[src/rtl/modereg_pkg.sv]
package modereg_pkg;
  typedef enum logic [1:0] {
    DRV_FULL    = 2'b00,
    DRV_WEAK    = 2'b01,
    DRV_MATCHED = 2'b11
  } drive_e;

  typedef struct packed {
    logic [3:0] burst_len;
    logic       interleave;
    logic [2:0] cas_lat;
    logic       test_mode;
    logic       dll_reset;
  } main_fields_t;

  typedef struct packed {
    logic   dll_off;
    drive_e drive;
  } ext_fields_t;
endpackage

[src/rtl/mr_cmd_decode.sv]
module mr_cmd_decode (
  input  logic cke_i,
  input  logic cs_ni,
  input  logic ras_ni,
  input  logic cas_ni,
  input  logic we_ni,
  output logic is_cmd_o,
  output logic is_load_o
);
  logic selected;
  assign selected  = cke_i & ~cs_ni;
  assign is_cmd_o  = selected & ~(ras_ni & cas_ni & we_ni);
  assign is_load_o = selected & ~ras_ni & ~cas_ni & ~we_ni;
endmodule

[src/rtl/mr_busy_timer.sv]
module mr_busy_timer #(
  parameter int MRD_CYCLES = 2
) (
  input  logic clk_i,
  input  logic rst_ni,
  input  logic start_i,
  output logic busy_o
);
  localparam int CW = (MRD_CYCLES < 2) ? 1 : $clog2(MRD_CYCLES);
  localparam logic [CW-1:0] LOAD = CW'(MRD_CYCLES - 1);

  logic [CW-1:0] cnt_q;

  always_ff @(posedge clk_i or negedge rst_ni) begin
    if (!rst_ni)           cnt_q <= '0;
    else if (start_i)      cnt_q <= LOAD;
    else if (cnt_q != '0)  cnt_q <= cnt_q - 1'b1;
  end

  assign busy_o = (cnt_q != '0);

  generate
    if (MRD_CYCLES > 1) begin : g_chk

      busy_after_load_chk: assert property (@(posedge clk_i) disable iff (!rst_ni)
        start_i |=> busy_o);
    end
  endgenerate
endmodule

[src/rtl/mr_main_reg.sv]
module mr_main_reg
  import modereg_pkg::*;
#(
  parameter bit ALLOW_TEST_MODE = 1'b0
) (
  input  logic         clk_i,
  input  logic         rst_ni,
  input  logic         wr_i,
  input  logic [11:0]  addr_i,
  input  logic         ba_hi_i,
  input  logic         idle_i,
  output main_fields_t fields_o,
  output logic         valid_o,
  output logic         illegal_o
);
  main_fields_t fields_q, fields_d;
  logic valid_q;
  logic bl_ok, cl_ok, tm_bad, mbz_bad, bad, legal_wr;
  logic [3:0] bl_val;
  logic [2:0] cl_val;

  always_comb begin
    bl_ok = 1'b1;
    case (addr_i[2:0])
      3'b001:  bl_val = 4'd2;
      3'b010:  bl_val = 4'd4;
      3'b011:  bl_val = 4'd8;
      default: begin bl_val = 4'd0; bl_ok = 1'b0; end
    endcase
  end

  always_comb begin
    cl_ok = 1'b1;
    case (addr_i[6:4])
      3'b010:  cl_val = 3'd2;
      3'b011:  cl_val = 3'd3;
      default: begin cl_val = 3'd0; cl_ok = 1'b0; end
    endcase
  end

  generate
    if (ALLOW_TEST_MODE) begin : g_tm_on
      assign tm_bad = 1'b0;
    end else begin : g_tm_off
      assign tm_bad = addr_i[7];
    end
  endgenerate

  assign mbz_bad   = |addr_i[11:9] | ba_hi_i;
  assign bad       = ~bl_ok | ~cl_ok | tm_bad | mbz_bad | ~idle_i;
  assign illegal_o = wr_i & bad;
  assign legal_wr  = wr_i & ~bad;

  always_comb begin
    fields_d.burst_len  = bl_val;
    fields_d.interleave = addr_i[3];
    fields_d.cas_lat    = cl_val;
    fields_d.test_mode  = addr_i[7];
    fields_d.dll_reset  = addr_i[8];
  end

  always_ff @(posedge clk_i or negedge rst_ni) begin
    if (!rst_ni) begin
      fields_q <= '0;
      valid_q  <= 1'b0;
    end else if (legal_wr) begin
      fields_q <= fields_d;
      valid_q  <= 1'b1;
    end
  end

  assign fields_o = fields_q;
  assign valid_o  = valid_q;


  main_hold_on_bad_chk: assert property (@(posedge clk_i) disable iff (!rst_ni)
    illegal_o |=> $stable(fields_o));

  main_valid_keep_chk: assert property (@(posedge clk_i) disable iff (!rst_ni)
    valid_o |=> valid_o);

  main_bl_legal_chk: assert property (@(posedge clk_i) disable iff (!rst_ni)
    legal_wr |=> (fields_o.burst_len == 4'd2 || fields_o.burst_len == 4'd4 ||
                  fields_o.burst_len == 4'd8));

  main_cl_legal_chk: assert property (@(posedge clk_i) disable iff (!rst_ni)
    legal_wr |=> (fields_o.cas_lat == 3'd2 || fields_o.cas_lat == 3'd3));
endmodule

[src/rtl/mr_ext_reg.sv]
module mr_ext_reg
  import modereg_pkg::*;
(
  input  logic        clk_i,
  input  logic        rst_ni,
  input  logic        wr_i,
  input  logic [11:0] addr_i,
  input  logic        ba_hi_i,
  input  logic        idle_i,
  output ext_fields_t fields_o,
  output logic        valid_o,
  output logic        illegal_o
);
  ext_fields_t fields_q, fields_d;
  logic valid_q;
  logic [1:0] drv_code;
  logic drv_bad, mbz_bad, bad, legal_wr;

  assign drv_code  = {addr_i[6], addr_i[1]};
  assign drv_bad   = (drv_code == 2'b10);
  assign mbz_bad   = |addr_i[5:2] | |addr_i[11:7] | ba_hi_i;
  assign bad       = drv_bad | mbz_bad | ~idle_i;
  assign illegal_o = wr_i & bad;
  assign legal_wr  = wr_i & ~bad;

  always_comb begin
    fields_d.dll_off = addr_i[0];
    fields_d.drive   = drive_e'(drv_code);
  end

  always_ff @(posedge clk_i or negedge rst_ni) begin
    if (!rst_ni) begin
      fields_q <= '0;
      valid_q  <= 1'b0;
    end else if (legal_wr) begin
      fields_q <= fields_d;
      valid_q  <= 1'b1;
    end
  end

  assign fields_o = fields_q;
  assign valid_o  = valid_q;


  ext_hold_on_bad_chk: assert property (@(posedge clk_i) disable iff (!rst_ni)
    illegal_o |=> $stable(fields_o));

  ext_drive_legal_chk: assert property (@(posedge clk_i) disable iff (!rst_ni)
    valid_o |-> (fields_o.drive != 2'b10));

  ext_valid_keep_chk: assert property (@(posedge clk_i) disable iff (!rst_ni)
    valid_o |=> valid_o);
endmodule

[src/rtl/modereg_ctrl.sv]
module modereg_ctrl
  import modereg_pkg::*;
#(
  parameter int MRD_CYCLES      = 2,
  parameter bit ALLOW_TEST_MODE = 1'b0
) (
  input  logic        clk_i,
  input  logic        rst_ni,
  input  logic        cke_i,
  input  logic        cs_ni,
  input  logic        ras_ni,
  input  logic        cas_ni,
  input  logic        we_ni,
  input  logic [1:0]  ba_i,
  input  logic [11:0] addr_i,
  input  logic        banks_idle_i,
  output logic [3:0]  burst_len_o,
  output logic        burst_interleave_o,
  output logic [2:0]  cas_lat_o,
  output logic        test_mode_o,
  output logic        dll_reset_o,
  output logic        main_valid_o,
  output logic        dll_off_o,
  output logic [1:0]  drive_o,
  output logic        ext_valid_o,
  output logic        busy_o,
  output logic        err_illegal_o,
  output logic        err_timing_o
);
  logic is_cmd, is_load, accept, main_wr, ext_wr;
  logic main_bad, ext_bad, start;
  logic err_ill_q, err_tim_q;
  main_fields_t main_f;
  ext_fields_t  ext_f;

  mr_cmd_decode i_dec (
    .cke_i(cke_i), .cs_ni(cs_ni), .ras_ni(ras_ni), .cas_ni(cas_ni), .we_ni(we_ni),
    .is_cmd_o(is_cmd), .is_load_o(is_load)
  );

  // a refused command is never validated
  assign accept  = is_load & ~busy_o;
  assign main_wr = accept & ~ba_i[0];
  assign ext_wr  = accept & ba_i[0];
  assign start   = accept & ~(main_bad | ext_bad);

  mr_main_reg #(.ALLOW_TEST_MODE(ALLOW_TEST_MODE)) i_main (
    .clk_i(clk_i), .rst_ni(rst_ni), .wr_i(main_wr), .addr_i(addr_i),
    .ba_hi_i(ba_i[1]), .idle_i(banks_idle_i),
    .fields_o(main_f), .valid_o(main_valid_o), .illegal_o(main_bad)
  );

  mr_ext_reg i_ext (
    .clk_i(clk_i), .rst_ni(rst_ni), .wr_i(ext_wr), .addr_i(addr_i),
    .ba_hi_i(ba_i[1]), .idle_i(banks_idle_i),
    .fields_o(ext_f), .valid_o(ext_valid_o), .illegal_o(ext_bad)
  );

  mr_busy_timer #(.MRD_CYCLES(MRD_CYCLES)) i_busy (
    .clk_i(clk_i), .rst_ni(rst_ni), .start_i(start), .busy_o(busy_o)
  );

  always_ff @(posedge clk_i or negedge rst_ni) begin
    if (!rst_ni) begin
      err_ill_q <= 1'b0;
      err_tim_q <= 1'b0;
    end else begin
      if (main_bad | ext_bad) err_ill_q <= 1'b1;
      if (is_cmd & busy_o)    err_tim_q <= 1'b1;
    end
  end

  assign burst_len_o        = main_f.burst_len;
  assign burst_interleave_o = main_f.interleave;
  assign cas_lat_o          = main_f.cas_lat;
  assign test_mode_o        = main_f.test_mode;
  assign dll_reset_o        = main_f.dll_reset;
  assign dll_off_o          = ext_f.dll_off;
  assign drive_o            = ext_f.drive;
  assign err_illegal_o      = err_ill_q;
  assign err_timing_o       = err_tim_q;


  illegal_sticky_chk: assert property (@(posedge clk_i) disable iff (!rst_ni)
    err_illegal_o |=> err_illegal_o);

  timing_sticky_chk: assert property (@(posedge clk_i) disable iff (!rst_ni)
    err_timing_o |=> err_timing_o);

  busy_cmd_ignored_chk: assert property (@(posedge clk_i) disable iff (!rst_ni)
    (is_cmd && busy_o) |=> (err_timing_o && $stable(main_f) && $stable(ext_f) &&
                            $stable(err_illegal_o)));

  no_select_no_change_chk: assert property (@(posedge clk_i) disable iff (!rst_ni)
    (!cke_i || cs_ni) |=> ($stable(main_f) && $stable(ext_f) && $stable(err_illegal_o)));
endmodule

[config.mk]
export PLATFORM = sky130hd
export DESIGN_NAME = modereg_ctrl
export DESIGN_NICKNAME = d
export VERILOG_FILES = /design/src/rtl/modereg_pkg.sv /design/src/rtl/mr_cmd_decode.sv /design/src/rtl/mr_busy_timer.sv /design/src/rtl/mr_main_reg.sv /design/src/rtl/mr_ext_reg.sv /design/src/rtl/modereg_ctrl.sv
export SDC_FILE = /design/constraint.sdc
export NUM_CORES = 1
export LEC_CHECK = 0
export BUFFER_PORTS_ARGS = -buffer_cell sky130_fd_sc_hd__buf_4
export CAP_MARGIN = 30
export CELL_PAD_IN_SITES_DETAIL_PLACEMENT = 1
export CELL_PAD_IN_SITES_GLOBAL_PLACEMENT = 2
export CORE_MARGIN = 5
export CORE_UTILIZATION = 27
export DETAILED_ROUTE_END_ITERATION = 12
export HOLD_SLACK_MARGIN = 0.08
export PLACE_DENSITY = 0.87
export SLEW_MARGIN = 10
export SYNTH_ARGS = -nofsm -noshare
export SYNTH_HDL_FRONTEND = slang
export SYNTH_SLANG_ARGS = --single-unit
[constraint.sdc]
create_clock -name clk_i -period 1.7 [get_ports clk_i]
set_input_delay 0 -clock clk_i [delete_from_list [all_inputs] [get_ports clk_i]]
set_output_delay 0 -clock clk_i [all_outputs]
set_load 0.005 [all_outputs]
## Yosys cells after proc, flatten, opt, wreduce, memory -nomap -nowiden

Cells that the tools add are included.

| storage, ports and cells | value |
|---|---|
| word-level logic and storage cells | 69 |
| flip-flop bits (word level) | 18 |
| output and inout bits | 18 |

| operators by class | value |
|---|---|
| mux-type cells | 6 |
| bitwise operators | 39 |
| reduce and logical (&&, ||, !) cells | 5 |
| add/sub/neg operators | 1 |
| equal/unequal tests | 6 |

Operators by type and width:

| kind | number |
|---|---|
| $and 1x1->1 | 16 |
| $not 1->1 | 13 |
| $eq 3x2->1 const B | 4 |
| $pmux 4 s3 | 1 |
| $or 1x1->1 | 10 |
| $reduce_or 3->1 | 2 |
| $reduce_or 5->1 | 1 |
| $mux 1 | 4 |
| $pmux 2 s2 | 1 |
| $reduce_or 4->1 | 1 |
| $eq 3x1->1 const B | 1 |
| $eq 2x2->1 const B | 1 |
| $reduce_or 2->1 | 1 |
| $sub 1x1->1 const B | 1 |

## Logic depth before layout (Yosys ltp)

| depth | value |
|---|---|
| word-level depth | 13 |
| depth in mapped cells | 4 |
| depth with buffers taken out | 4 |

## Modules after synthesis

Synthesis repeated with hierarchy kept, for this count alone.

| unflattened totals | value |
|---|---|
| cell total of the unflattened synthesis | 61 |
| area total of the unflattened synthesis | 793.3 µm² |

By module, submodules not included:

| module | sequential area each (µm²) | instances | cells each | area an instance (µm²) |
|---|---|---|---|---|
| mr_main_reg | 225.2 | 1 | 31 | 436.7 |
| mr_ext_reg | 100.1 | 1 | 19 | 210.2 |
| modereg_ctrl | 50.0 | 1 | 7 | 88.8 |
| mr_cmd_decode | 0.0 | 1 | 3 | 32.5 |
| mr_busy_timer | 25.0 | 1 | 1 | 25.0 |

## Least setup slack after synthesis

No wires, ideal clock.

| timing path | value |
|---|---|
| path type | register to register |
| start point | register i_busy.cnt_q, in the netlist i_busy.busy_o |
| end point | register i_ext.fields_q (netlist bit i_ext.fields_o[0]) |
| stages on the path, launching flop included | 5 |
| setup time | 0.125 ns |
| buffers on the path | 0 |
| arrival | 1.306 ns |
| slack | 0.269 ns |
| required time | 1.575 ns |
| period minus slack after synthesis | 1.431 ns |
| cells stage by stage | dfrtp_1 nor4_4 nand4_4 nor2_2 mux2_2 |

| on the way | value |
|---|---|
| word-level cells in the longest chain between the ends | 4 |

RTL lines:

| what | RTL line | source |
|---|---|---|
| from (decl) | mr_busy_timer.sv:12 | `logic [CW-1:0] cnt_q;` |
| from (signal assigned) | mr_busy_timer.sv:17 | `else if (cnt_q != '0) cnt_q <= cnt_q - 1'b1;` |
| $not 1->1 | modereg_ctrl.sv:42 | `assign accept = is_load & ~busy_o;` |
| $and 1x1->1 | modereg_ctrl.sv:42 |  |
| $and 1x1->1 | modereg_ctrl.sv:44 | `assign ext_wr = accept & ba_i[0];` |
| $and 1x1->1 | mr_ext_reg.sv:24 | `assign legal_wr = wr_i & ~bad;` |
| to (signal assigned) | mr_ext_reg.sv:36 | `fields_q <= fields_d;` |
| to (decl) | mr_ext_reg.sv:14 | `ext_fields_t fields_q, fields_d;` |

No other way between the ends.
A chain may end at the register's enable or synchronous reset.

## Final worst setup path

| timing path | value |
|---|---|
| start point | input port we_ni |
| end point | register i_main.fields_q (netlist bit i_main.fields_o[8]) |

| on the way | value |
|---|---|
| word-level cells in the longest chain between the ends | 5 |

RTL lines:

| what | RTL line | source |
|---|---|---|
| from (decl) | modereg_ctrl.sv:13 | `input logic we_ni,` |
| $not 1->1 | mr_cmd_decode.sv:13 | `assign is_load_o = selected & ~ras_ni & ~cas_ni & ~we_ni;` |
| $and 1x1->1 | mr_cmd_decode.sv:13 |  |
| $and 1x1->1 | modereg_ctrl.sv:42 |  |
| $and 1x1->1 | modereg_ctrl.sv:43 | `assign main_wr = accept & ~ba_i[0];` |
| $and 1x1->1 | mr_main_reg.sv:52 | `assign legal_wr = wr_i & ~bad;` |
| to (signal assigned) | mr_main_reg.sv:67 | `fields_q <= fields_d;` |
| to (decl) | mr_main_reg.sv:16 | `main_fields_t fields_q, fields_d;` |

No other way between the ends.

==> impl_metrics.env <==
export IMPL_synthCells=56
export IMPL_drc=0
export IMPL_dr_pass1_iters=4
export IMPL_fp_dieArea_um2=4130
export IMPL_cts_root_buf="clkbuf_4"
export IMPL_synthFlopType="dfrtp_1"
export IMPL_hold_depth=4
export IMPL_syn_cell_area_um2=796
export IMPL_cap_violations=0
export IMPL_hold_class="primary input to register"
export IMPL_critPathRequiredTime_ns=1.88
export IMPL_num_antenna_cells=0
export IMPL_startpoint_type="primary input"
export IMPL_initial_utilization=0.286
export IMPL_grt_first_pass_wirelength_um=3330
export IMPL_cts_htree_levels=1
export IMPL_fmax_mhz=624
export IMPL_wire_per_inst_um=15.2
export IMPL_fp_dieW_um=64.3
export IMPL_tns_ns=0
export IMPL_clockBufferDepth=2
export IMPL_setup_violations_final=0
export IMPL_fill_cells=302
export IMPL_final_max_slew_violation_count=0
export IMPL_numPortBuffers=37
export IMPL_synthArstFlopShare=1.00
export IMPL_synth_warnings=0
export IMPL_powerDensity_nw_per_um2=602
export IMPL_rr_worst_depth=5
export IMPL_ios=40
export IMPL_synth_edf_count=0
export IMPL_synth_cell_types=26
export IMPL_cts_buffers=3
export IMPL_grt_util_all_layers=0.101
export IMPL_num_vias=627
export IMPL_via_per_inst=4.58
export IMPL_post_synth_top_count_cell="dfrtp_1"
export IMPL_yosysSeqAreaShare=0.503
export IMPL_drive_above_1_share=0.575
export IMPL_synth_area_leaders="dfrtp_1 (50%), mux2_4 (11%), or2_2 (3.1%), nor4b_4 (3.0%), mux2_2 (2.8%)"
export IMPL_syn_avg_cell_area_um2=14.2
export IMPL_dpl_hpwl_um=1640
export IMPL_synth_top_area_share=0.503
export IMPL_grt_pass1_vias=686
export IMPL_endpoint_kind="register"
export IMPL_area_growth_pct=56.8
export IMPL_leakagePower_nw=0.651
export IMPL_place_gp_congestion=0.739
export IMPL_yosys_register_bits=16
export IMPL_period_share=0.943
export IMPL_layout_nets=129
export IMPL_rsz0062_at_grt="no"
export IMPL_clkSinkCount=16
export IMPL_cts_tree="built"
export IMPL_wl_um=2090
export IMPL_cts_resized=0
export IMPL_peakVddDrop_v=0.000457
export IMPL_clkTransAtPathRegs_ns=0.10
export IMPL_cp_arrival_ns=1.78
export IMPL_rows=19
export IMPL_synth_area_leader_cell="dfrtp_1"
export IMPL_whs_ns=0.0890
export IMPL_skew_ns=0.00245
export IMPL_grt_max_degree=17
export IMPL_die_h_um=64.3
export IMPL_ant_nets=0
export IMPL_core_um2=2780
export IMPL_path_class="primary input to register"
export IMPL_status="finished clean"
export IMPL_drt_initial_drc_count=10
export IMPL_worst_path_max_fanout=9
export IMPL_clock_latency_ns=0.29
export IMPL_min_period_ns=1.60
export IMPL_hold_violations=0
export IMPL_gr_total_overflow=0
export IMPL_antenna_found_initial=0
export IMPL_synth_common_cells="dfrtp_1 (16), mux2_4 (6), or2_2 (4), nor2_1 (3)"
report_power, final:
group / internal, W / switching [W]
registers: 0.000385 / 0.00000271
clock network: 0.000130 / 0.000127
logic: 0.0000628 / 0.0000436
metal layers:
metal	track usage	share of wire
met5	0	0
met4	0.0153	0
met3	0.0438	0.078
met2	0.175	0.53
met1	0.118	0.39
layout by cell type (no fill, tap or decap):
master,count
buf_4,37
dfrtp_1,16
dlygate4sd3_1,9
mux2_4,6
or2_2,4
nor2_1,3
clkbuf_4,3
nor3b_1,2
and3b_1,2
nand3_1,2
mux2_2,2
conb_1,2
nand2b_1,1
nor4b_1,1
nor4b_2,1
a32oi_1,1
and2b_1,1
nor4_4,1
nor4b_4,1
nand4_4,1
nand2_1,1
nor2_8,1
nor2_2,1
nand3b_1,1
a31o_1,1
a31o_2,1
nor2b_1,1
mux2_1,1
clkbuf_8,1
buf_12,1
critical path, cell delays in order:
cell           delay (ns)
dlygate4sd3_1        0.54
buf_4                0.15
nor4_4               0.27
nand4_4              0.16
buf_12               0.17
nor2_8               0.17
mux2_4               0.32
cell type report:
class                           count  area (um2)  area share
Sequential cell                    16         400       0.321
Timing Repair Buffer               47         388       0.311
Multi-Input combinational cell     39         384       0.308
Tap cell                           31        38.8      0.0311
Clock buffer                        4        36.3      0.0291
kinds of logic after synthesis:
kind of cell           count (synthesis)  share of synthesized area
AO/OA/AOI/OAI                          3                     0.0330
multiplexers                           9                      0.156
buffers and inverters                  2                     0.0189
flip-flops                            16                      0.503
AND/OR/NAND/NOR                       25                      0.285
other                                  1                    0.00471
through the flow:
step,instance area [um2],worst slack (ns),utilization,total power [W],cells
floorplan,800,0.269,-,0.000423,57
global placement,1100,0.192,0.396,0.000485,123
detailed placement,1100,0.134,0.396,0.000488,123
CTS,1230,0.0806,0.441,0.000763,136
global route,1250,0.0163,0.448,0.000789,137
finish,1250,0.0965,0.448,0.000752,137
registers in the layout, indices dropped and copies added (netlist names):
| signal | cells |
|---|---|
| i_main.fields_o | 8 |
| i_ext.fields_o | 3 |
| err_illegal_o | 1 |
| err_timing_o | 1 |
| i_busy.busy_o | 1 |
| i_ext.valid_o | 1 |
| i_main.valid_o | 1 |
path summary, 6_finish.rpt:
kind                       slack, ns                              to                            from
max                              0.1  i_main.fields_o[8]$_DFFE_PN0P_                           we_ni
max in group asynchronous       1.41         i_busy.busy_o$_DFF_PN0_                          rst_ni
min in group asynchronous       0.10  i_main.fields_o[3]$_DFFE_PN0P_                          rst_ni
min                             0.09       err_illegal_o$_DFFE_PN0P_                       addr_i[9]
min reg2reg                     0.47  i_main.fields_o[3]$_DFFE_PN0P_  i_main.fields_o[3]$_DFFE_PN0P_
max reg2reg                     0.11  i_main.fields_o[8]$_DFFE_PN0P_         i_busy.busy_o$_DFF_PN0_
what timing repair did:
item	in CTS	in global routing
hold buffers	9	0
endpoints found under the hold margin	23	0
buffers inserted	0	1
setup endpoints to repair	0	1
Power figures use the tool's default switching activity.
